$ cat config.mk
export PLATFORM = sky130hd
export DESIGN_NAME = clamp_mul_pipe
export DESIGN_NICKNAME = d
export VERILOG_FILES = /design/src/rtl/clamp_mul_pkg.sv /design/src/rtl/cmp_sum_stage.sv /design/src/rtl/cmp_clamp_sel_stage.sv /design/src/rtl/cmp_mul_stage.sv /design/src/rtl/cmp_valid_chain.sv /design/src/rtl/clamp_mul_pipe.sv
export SDC_FILE = /design/constraint.sdc
export NUM_CORES = 1
export LEC_CHECK = 0
export ABC_CLOCK_PERIOD_IN_PS = 6900
export CORE_MARGIN = 8
export CORE_UTILIZATION = 60
export CTS_CLUSTER_SIZE = 24
export DETAILED_ROUTE_END_ITERATION = 8
export DONT_BUFFER_PORTS = 1
export PLACE_DENSITY_LB_ADDON = 0.12
export SLEW_MARGIN = 20
export SYNTH_ARGS = -nofsm -noshare
export SYNTH_HDL_FRONTEND = slang
export SYNTH_SLANG_ARGS = --single-unit
$ cat constraint.sdc
create_clock -name clk -period 6.9 [get_ports clk]
set_input_delay 1.38 -clock clk [delete_from_list [all_inputs] [get_ports clk]]
set_output_delay 1.38 -clock clk [all_outputs]
set_load 0.01 [all_outputs]
$ cat src/rtl/clamp_mul_pkg.sv
// Package: clamp_mul_pkg
// Shared constants and types for the clamped multiply dataflow pipeline.
// Assumes one result per accepted sample and a fixed pipeline depth.
package clamp_mul_pkg;

    // Number of register stages between input and output.
    localparam int STAGES = 3;

    // Which arm of the correction select was taken.
    typedef enum logic {
        SEL_MISS = 1'b0,
        SEL_HIT  = 1'b1
    } sel_e;

endpackage

$ cat src/rtl/cmp_sum_stage.sv
// Module: cmp_sum_stage
// First register stage: forms the wrapped sum x+y and the shifted copy of y.
// It also forwards y and q for the next stage.
// Assumes the data registers need no reset; they load only on a valid sample.
module cmp_sum_stage #(
    parameter int W     = 32,
    parameter int SHIFT = 3
) (
    input  logic         clk,
    input  logic         load,
    input  logic [W-1:0] x_i,
    input  logic [W-1:0] y_i,
    input  logic [W-1:0] q_i,
    output logic [W-1:0] z_o,
    output logic [W-1:0] m_o,
    output logic [W-1:0] y_o,
    output logic [W-1:0] q_o
);

    // Capture the sum, the shift and the forwarded operands on a valid sample.
    always_ff @(posedge clk) begin
        if (load) begin
            z_o <= x_i + y_i;
            m_o <= y_i << SHIFT;
            y_o <= y_i;
            q_o <= q_i;
        end
    end

endmodule

$ cat src/rtl/cmp_clamp_sel_stage.sv
// Module: cmp_clamp_sel_stage
// Second register stage: subtracts y from the shifted value and clamps a
// negative result to zero. In parallel it selects z+HIT or z-MISS depending
// on whether q equals KEY. Both arms are always computed (if-conversion).
// Assumes two's-complement wrap on every operation.
module cmp_clamp_sel_stage
    import clamp_mul_pkg::*;
#(
    parameter int W    = 32,
    parameter int KEY  = 3,
    parameter int HIT  = 5,
    parameter int MISS = 2
) (
    input  logic         clk,
    input  logic         load,
    input  logic [W-1:0] z_i,
    input  logic [W-1:0] m_i,
    input  logic [W-1:0] y_i,
    input  logic [W-1:0] q_i,
    output logic [W-1:0] n_o,
    output logic [W-1:0] i_o
);

    logic [W-1:0] diff;
    logic [W-1:0] n_next;
    logic [W-1:0] arm_hit;
    logic [W-1:0] arm_miss;
    logic [W-1:0] i_next;
    sel_e         sel;

    // Shift-subtract followed by the non-negative clamp.
    always_comb begin
        diff   = m_i - y_i;
        n_next = diff[W-1] ? '0 : diff;
    end

    // Both correction arms, then the select on a full-width key compare.
    always_comb begin
        arm_hit  = z_i + W'(HIT);
        arm_miss = z_i - W'(MISS);
        sel      = (q_i == W'(KEY)) ? SEL_HIT : SEL_MISS;
        i_next   = (sel == SEL_HIT) ? arm_hit : arm_miss;
    end

    // Register the clamped value and the corrected sum on a valid sample.
    always_ff @(posedge clk) begin
        if (load) begin
            n_o <= n_next;
            i_o <= i_next;
        end
    end

endmodule

$ cat src/rtl/cmp_mul_stage.sv
// Module: cmp_mul_stage
// Third register stage: keeps the low W bits of n*i. The low half of a
// product is the same for signed and unsigned operands, so one W-bit
// multiply is enough.
module cmp_mul_stage #(
    parameter int W = 32
) (
    input  logic         clk,
    input  logic         load,
    input  logic [W-1:0] n_i,
    input  logic [W-1:0] i_i,
    output logic [W-1:0] j_o
);

    logic [W-1:0] prod;

    // Truncated product.
    always_comb begin
        prod = n_i * i_i;
    end

    // Register the product on a valid sample.
    always_ff @(posedge clk) begin
        if (load) begin
            j_o <= prod;
        end
    end

endmodule

$ cat src/rtl/cmp_valid_chain.sv
// Module: cmp_valid_chain
// Valid bits that travel alongside the data stages. Bit k is the valid bit
// of stage k+1. Reset is synchronous and active low, and it clears every bit.
module cmp_valid_chain #(
    parameter int N = 3
) (
    input  logic         clk,
    input  logic         rst_n,
    input  logic         v_i,
    output logic [N-1:0] v_o
);

    generate
        if (N == 1) begin : g_single
            // Single-stage valid register.
            always_ff @(posedge clk) begin
                if (!rst_n) v_o <= 1'b0;
                else        v_o <= v_i;
            end
        end else begin : g_multi
            // Shift the valid bit one stage per cycle.
            always_ff @(posedge clk) begin
                if (!rst_n) v_o <= '0;
                else        v_o <= {v_o[N-2:0], v_i};
            end
        end
    endgenerate

endmodule

$ cat src/rtl/clamp_mul_pipe.sv
// Module: clamp_mul_pipe
// Top of the clamped multiply dataflow pipeline.
// Computes j = clamp0(7*y) * (q==KEY ? x+y+HIT : x+y-MISS), modulo 2^W.
// There are three stages and no backpressure; one sample can enter per cycle.
// Assumes the consumer always accepts out_j while out_valid is high.
module clamp_mul_pipe
    import clamp_mul_pkg::*;
#(
    parameter int W     = 32,
    parameter int SHIFT = 3,
    parameter int KEY   = 3,
    parameter int HIT   = 5,
    parameter int MISS  = 2
) (
    input  logic         clk,
    input  logic         rst_n,
    input  logic         in_valid,
    input  logic [W-1:0] in_x,
    input  logic [W-1:0] in_y,
    input  logic [W-1:0] in_q,
    output logic         out_valid,
    output logic [W-1:0] out_j
);

    localparam int LAST = STAGES - 1;

    logic [STAGES-1:0] vld;
    logic              s1_valid;
    logic              s2_valid;
    logic [W-1:0]      s1_z, s1_m, s1_y, s1_q;
    logic [W-1:0]      s2_n, s2_i;

    assign s1_valid  = vld[0];
    assign s2_valid  = vld[1];
    assign out_valid = vld[LAST];

    cmp_valid_chain #(.N(STAGES)) u_valid (
        .clk   (clk),
        .rst_n (rst_n),
        .v_i   (in_valid),
        .v_o   (vld)
    );

    cmp_sum_stage #(.W(W), .SHIFT(SHIFT)) u_s1 (
        .clk  (clk),
        .load (in_valid),
        .x_i  (in_x),
        .y_i  (in_y),
        .q_i  (in_q),
        .z_o  (s1_z),
        .m_o  (s1_m),
        .y_o  (s1_y),
        .q_o  (s1_q)
    );

    cmp_clamp_sel_stage #(.W(W), .KEY(KEY), .HIT(HIT), .MISS(MISS)) u_s2 (
        .clk  (clk),
        .load (s1_valid),
        .z_i  (s1_z),
        .m_i  (s1_m),
        .y_i  (s1_y),
        .q_i  (s1_q),
        .n_o  (s2_n),
        .i_o  (s2_i)
    );

    cmp_mul_stage #(.W(W)) u_s3 (
        .clk  (clk),
        .load (s2_valid),
        .n_i  (s2_n),
        .i_i  (s2_i),
        .j_o  (out_j)
    );

endmodule

==> run metrics, run 1 <==
outcome complete, but fails checks; failing checks setup timing; Die Height 223.5 um; hold path startpoint u_valid.v_o[0]$_SDFF_PN0_; Synth Register Bits roughly 190; sequential fraction of the synthesis area approximately 22%; Setup WS post-layout -162.9 ps; Hold Path Stages 0; ANT cells 0; max_cap viols 0; top-area cell type share of the netlist area between 30% and 40%; # DRC 0; Area Overhead vs Synth 11.21%; nets@finish ~3.4k; most used cell, CP fa_1; CTS tree yes; worst-skew pair later-pin latency 490 ps; 1st-pass router iterations 5; reg-to-reg critical path endpoint u_s3.j_o[30]$_DFFE_PP_; Hold EP u_s2.n_o[2]$_SDFFCE_PP0P_; R2R Path Start u_s2.i_o[2]$_DFFE_PP_; commonest cells in the netlist inv_1 (449), fa_1 (409), and2_1 (318); top-count cell post-synth inv_1; WL final just over 60 mm; vias in the first global route about 19k; Slew HR between 40% and 50%; Sinks on Clock Net 194; Worst R2R Path Depth 24; synthesized net count around 3.3k; Final Hold Fails 0; core area around 0.043 mm^2; f_max about 140 MHz; CP delay by family, top adder cells; DP Area approximately 0.027 mm^2; vias post-DR around 18k; cells after synthesis approximately 2.6k; Clk Tree Root Cell clkbuf_16; crit path max fanout 5; area occupied by multi-input gates 0.01836 mm^2; Slew Viols, Final 0; Bufs and invs on worst path 5; I/O pins approximately 130; Synth cell types 60; port bufs 0; CP max stage delay ~540 ps; area of the mapped netlist between 0.02 and 0.03 mm^2; Remaining Overflow, GRT 0; routability cong. ~0.91; Setup crit start kind flop; EDFF count, synth approximately 190; row cnt 76; CP Class reg2reg; Area contributors post-synth fa_1 (32%), edfxtp_1 (22%), ha_1 (9.0%); CTS Buf Count 17; Avg WL per Cell between 15 and 20 um; Slowest-stage cell, CP fa_1; CP Cell Sequence buf_4 > and2_4 > fa_1 > inv_2 > fa_1 > fa_1 > fa_1 > inv_2 > fa_1 > inv_1 > fa_1 > inv_2 > fa_2 > fa_1 > ha_4 > nand4_1 > nor2_1 > a22oi_2 > a21boi_2 > a211oi_4 > a21oi_4 > a211o_1 > a21oi_2 > xnor2_1; critical path arrival between 7000 and 8000 ps; FF+latch area just under 0.006 mm^2; Clock Skew between 15 and 20 ps; share of layout cells above drive strength 1 roughly 11%; initial antenna violation count 1; unrepaired setup endpoints after global routing true; hold crit path type reg2reg; Synth Warn # 0; Longest Clk Path Bufs 2; Iteration-0 DRC Markers between 1k and 1.5k; Worst EP required slightly above 7000 ps; post-route cell area 0.02872 mm^2; endpoint type of the worst setup path flop; H-tree levels 4; pin count of the biggest net entering global routing between 90 and 100; Final Cycle Share 102.4%; ys async rst share 0%; Setup-failing EPs final 4; Die Footprint roughly 0.050 mm^2; Layout fillers approximately 3.4k; FF-to-FF setup slack -160 ps; Antenna Violating Nets Remaining 0; vias per cell approximately 5.6; Die X approximately 220 um; worst slew pin tran around 840 ps; first-pass GRT wire length 99.92 mm; syn_area_per_cell approximately 9.9 um^2; commonest register cell after synthesis edfxtp_1; critical path launch point u_s2.i_o[2]$_DFFE_PP_; GRT Total Usage 25.50%; Hold-fix buffers, CTS 0; post-detail-place hpwl about 50 mm; Starting Density between 60% and 70%; Worst-path clk slew about 90 ps; area leader, netlist fa_1; Tmin final ~7000 ps
layout by cell type (no fill, tap or decap), types with 44 or more instances in the layout:
cell type / count
fa_1: 398
ha_1: 176
and2_1: 305
xor2_1: 44
inv_1: 437
buf_4: 149
xnor2_1: 121
nand2_1: 270
nor2_1: 86
o21ai_0: 44
a21oi_1: 83
edfxtp_1: 191
repair_timing:
action	CTS	global route
setup buffers	30	18
resized for setup	41	73
pin swaps	47	54
endpoints found under the hold margin	0	0
endpoints found under the setup margin	5	14
cloned	0	0
kinds of logic (layout without fill, tap and decap cells):
group	count (synthesis)	after routing	synth area share [%]
AND/OR/NAND/NOR	826	826	16.46
adder cells (fa/ha/maj)	595	595	40.72
buffers and inverters	550	657	8.038
AO/OA/AOI/OAI	267	267	6.579
flip-flops	194	194	22.44
XOR/XNOR	169	169	5.761
flip-flops by register name (all words and copies together), names as in the netlist:
name / cells
u_s2.n_o: 31
u_s1.z_o: 32
u_valid.v_o: 3
u_s3.j_o: 32
u_s1.y_o: 32
u_s2.i_o: 32
u_s1.q_o: 32
routing by layer:
metal	vias to the layer above	global-route usage (%)	share of wire (%)
li1	8404	-	-
met1	9160	34.29	44
met2	515	42.78	49
met3	72	3.677	5.3
met4	0	7.370	2.2
met5	-	0	0
cell type report:
| type | instances | area share (%) |
|---|---|---|
| multi-input combinational | 1857 | 63.94 |
| sequential | 194 | 20.19 |
| inverter | 449 | 5.868 |
| timing repair buffer | 176 | 5.319 |
| tap | 546 | 2.379 |
| clock buffer | 17 | 1.481 |
| clock inverter | 15 | 0.8234 |
stage by stage:
step           worst slack (ps)  hold slack [ps]  utilization, %  instances  setup TNS [ps]
3_3_place_gp             -57.78            487.4           63.74       3179          -104.6
4_1_cts                  -44.46            511.8           66.23       3240          -44.46
5_1_grt                  -356.3            538.0           67.12       3254           -2470
6_report                 -162.9            510.2           67.12       3254          -423.5
2_1_floorplan             15.37            546.8               -       2601               0
3_5_place_dp             -282.7            493.7           63.74       3179          -881.5
worst max-delay path by stage:
| stage | end | slack (ps) | cells past startpoint |
|---|---|---|---|
| floorplan | u_s3.j_o[29]$_DFFE_PP_ | 20 | 24 |
| global placement | u_s3.j_o[30]$_DFFE_PP_ | -60 | 22 |
| detailed placement | u_s3.j_o[29]$_DFFE_PP_ | -280 | 24 |
| CTS | u_s3.j_o[31]$_DFFE_PP_ | -40 | 23 |
| global route | u_s3.j_o[31]$_DFFE_PP_ | -360 | 24 |
| finish | u_s3.j_o[30]$_DFFE_PP_ | -160 | 24 |
Power of run 1 is left out: the tool's default activity adds up to more than one toggle a clock period on the data nets, which glitch-free logic cannot reach.
==> inputs of run 2 (changes only) <==
- ABC_AREA: not set -> 1
==> run 2 against run 1 <==
Net effect:
- the run now ends clean
- register-to-register slack gained 350 ps
- utilization shrank 2.3 points
- cell area grew 4.7%
- sequential share of layout area shrank 0.90 points
- die area grew 8.2%
- first-iteration DRC count grew 19%
- critical endpoint unchanged
- area after synthesis grew 8.8%
- non-clock buffer count shrank 80
- worst hold slack gained 80 ps
- critical path depth shrank 2
- setup slack gained 350 ps
- clock skew grew 2.6 ps
==> run metrics, run 2 <==
worst slew pin tran ~900 ps; Hold Path Stages 1; Clk Tree Root Cell clkbuf_16; share of layout cells above drive strength 1 roughly 6.1%; Clock Skew between 15 and 20 ps; sequential fraction of the synthesis area 20.62%; # DRC 0; Antenna Violating Nets Remaining 0; Setup-failing EPs final 0; FF+latch area between 0.005 and 0.006 mm^2; port bufs 0; Synth Register Bits between 150 and 200; Area Overhead vs Synth 6.966%; area leader, netlist fa_1; max_cap viols 0; Setup crit start kind flop; Slew HR roughly two fifths; CTS tree yes; Layout fillers slightly below 4k; core area between 0.04 and 0.05 mm^2; EDFF count, synth 191; Final Cycle Share 97.24%; row cnt 79; CTS Buf Count 17; GRT Total Usage ~27%; crit path max fanout 8; initial antenna violation count 1; 1st-pass router iterations 5; R2R Path Start u_s2.n_o[11]$_SDFFCE_PP0P_; pin count of the biggest net entering global routing slightly below 100; Longest Clk Path Bufs 2; first-pass GRT wire length ~120 mm; post-route insts no fill about 4k; placed cells 4024; outcome complete, no violations; WL final 72.09 mm; Hold EP u_s2.i_o[31]$_DFFE_PP_; Worst EP required slightly above 7000 ps; worst-skew pair later-pin latency just under 500 ps; syn_area_per_cell 8.101 um^2; Remaining Overflow, GRT 0; area of the mapped netlist about 0.028 mm^2; Area contributors post-synth fa_1 (29%), edfxtp_1 (20%), inv_1 (13%); endpoint type of the worst setup path flop; Final Hold Fails 0; vias in the first global route ~23k; Die X around 230 um; reg-to-reg critical path endpoint u_s3.j_o[30]$_DFFE_PP_; vias per cell between 5 and 6; H-tree levels 4; Iteration-0 DRC Markers ~1.4k; most used cell, CP fa_1; Tmin final ~6700 ps; area occupied by multi-input gates around 0.018 mm^2; hold path startpoint u_s1.z_o[31]$_DFFE_PP_; Sinks on Clock Net slightly below 200; Starting Density around three fifths; Worst-path clk slew 90 ps; commonest cells in the netlist inv_1 (945), nand2_1 (912), fa_1 (409); synthesized net count approximately 4.2k; top-area cell type share of the netlist area a little under 30%; CP Cell Sequence buf_4 > nand2_1 > inv_1 > fa_1 > inv_1 > fa_1 > fa_1 > inv_1 > fa_1 > inv_1 > fa_1 > fa_1 > fa_1 > fa_1 > inv_1 > ha_1 > inv_1 > nor3_2 > nand4_1 > o2111a_1 > nand2_1 > xor2_1; Synth cell types 54; Synth Warn # 0; CP max stage delay 540 ps; commonest non-fill, non-tap cell in the layout inv_1; cells after synthesis 3470; ys async rst share 0%; Slowest-stage cell, CP edfxtp_1; critical path launch point u_s2.n_o[11]$_SDFFCE_PP0P_; routability cong. around 0.94; Die Footprint roughly 0.054 mm^2; unrepaired setup endpoints after global routing true; Avg WL per Cell approximately 18 um; hold crit path type reg2reg; commonest non-fill, non-tap cells in the layout inv_1 (945), nand2_1 (911), fa_1 (409), edfxtp_1 (191), ha_1 (181); Hold-fix buffers, CTS 0; nets@finish roughly 4.2k; post-detail-place hpwl 60.11 mm; commonest register cell after synthesis edfxtp_1; FF-to-FF setup slack 190 ps; critical path arrival roughly 7000 ps; final setup TNS 0 ps; Slew Viols, Final 0; CP Class reg2reg; Die Height between 200 and 250 um; I/O pins 132; f_max approximately 150 MHz; Worst R2R Path Depth 22; top-count cell post-synth inv_1; vias post-DR roughly 22k
-- run 2: what timing repair did --
item / in CTS / in global routing
buffers inserted: 0 / 34
hold endpoints to repair: 0 / 0
endpoints found under the setup margin: 0 / 7
resized for setup: 0 / 15
-- run 2: worst max path at each step --
stage | endpoint | slack (ps)
after CTS | u_s3.j_o[30]$_DFFE_PP_ | 40
after global routing | u_s3.j_o[30]$_DFFE_PP_ | -60
final | u_s3.j_o[30]$_DFFE_PP_ | 190
after floorplan | u_s3.j_o[29]$_DFFE_PP_ | 390
after detailed placement | u_s3.j_o[30]$_DFFE_PP_ | 40
after global placement | u_s3.j_o[30]$_DFFE_PP_ | 160
-- run 2: cell families after synthesis --
family / Yosys count / synth area share (%)
AOI/OAI and AO/OA: 230 / 4.941
xor gates and xnor gates: 119 / 3.708
adders and majority gates: 595 / 37.41
buffers and inverters: 1076 / 14.64
DFF: 194 / 20.62
and+or+nand+nor: 1256 / 18.69
-- run 2: cell type report --
class / instances / share of cell area, %
Antenna cell: 1 / 0.008323
Clock buffer: 17 / 1.415
Clock inverter: 15 / 0.6408
Inverter: 961 / 12.01
Multi-Input combinational cell: 2200 / 60.82
Sequential cell: 194 / 19.28
Tap cell: 607 / 2.526
Timing Repair Buffer: 96 / 3.296
-- run 2: worst max-delay path: cells and delay by family (launching register included) --
| family | cells | cell delay [ps] |
|---|---|---|
| buf+inv | 7 | 630 |
| compound gates | 1 | 310 |
| flops | 1 | 540 |
| xor+xnor | 1 | 60 |
| simple gates | 4 | 570 |
| fa+ha+maj | 9 | 4360 |
-- run 2: per-layer routing --
metal | track usage [%] | part of all wire (%)
met1 | 34.57 | 41
met2 | 46.72 | 49
met3 | 5.115 | 6.6
met4 | 10.54 | 3.2
met5 | 0 | 0
-- run 2: stage by stage --
stage / utilization [%] / hold WS [ps] / worst slack [ps] / instance area [um^2]
4_1_cts: 63.78 / 597.7 / 40.22 / 29570
6_report: 64.86 / 589.7 / 190.5 / 30070
2_1_floorplan: - / 546.8 / 390.9 / 28110
3_5_place_dp: 62.44 / 592.2 / 38.61 / 28950
5_1_grt: 64.85 / 605.9 / -58.50 / 30070
3_3_place_gp: 62.44 / 588.5 / 162.4 / 28950
Power of run 2 is left out for the same reason.
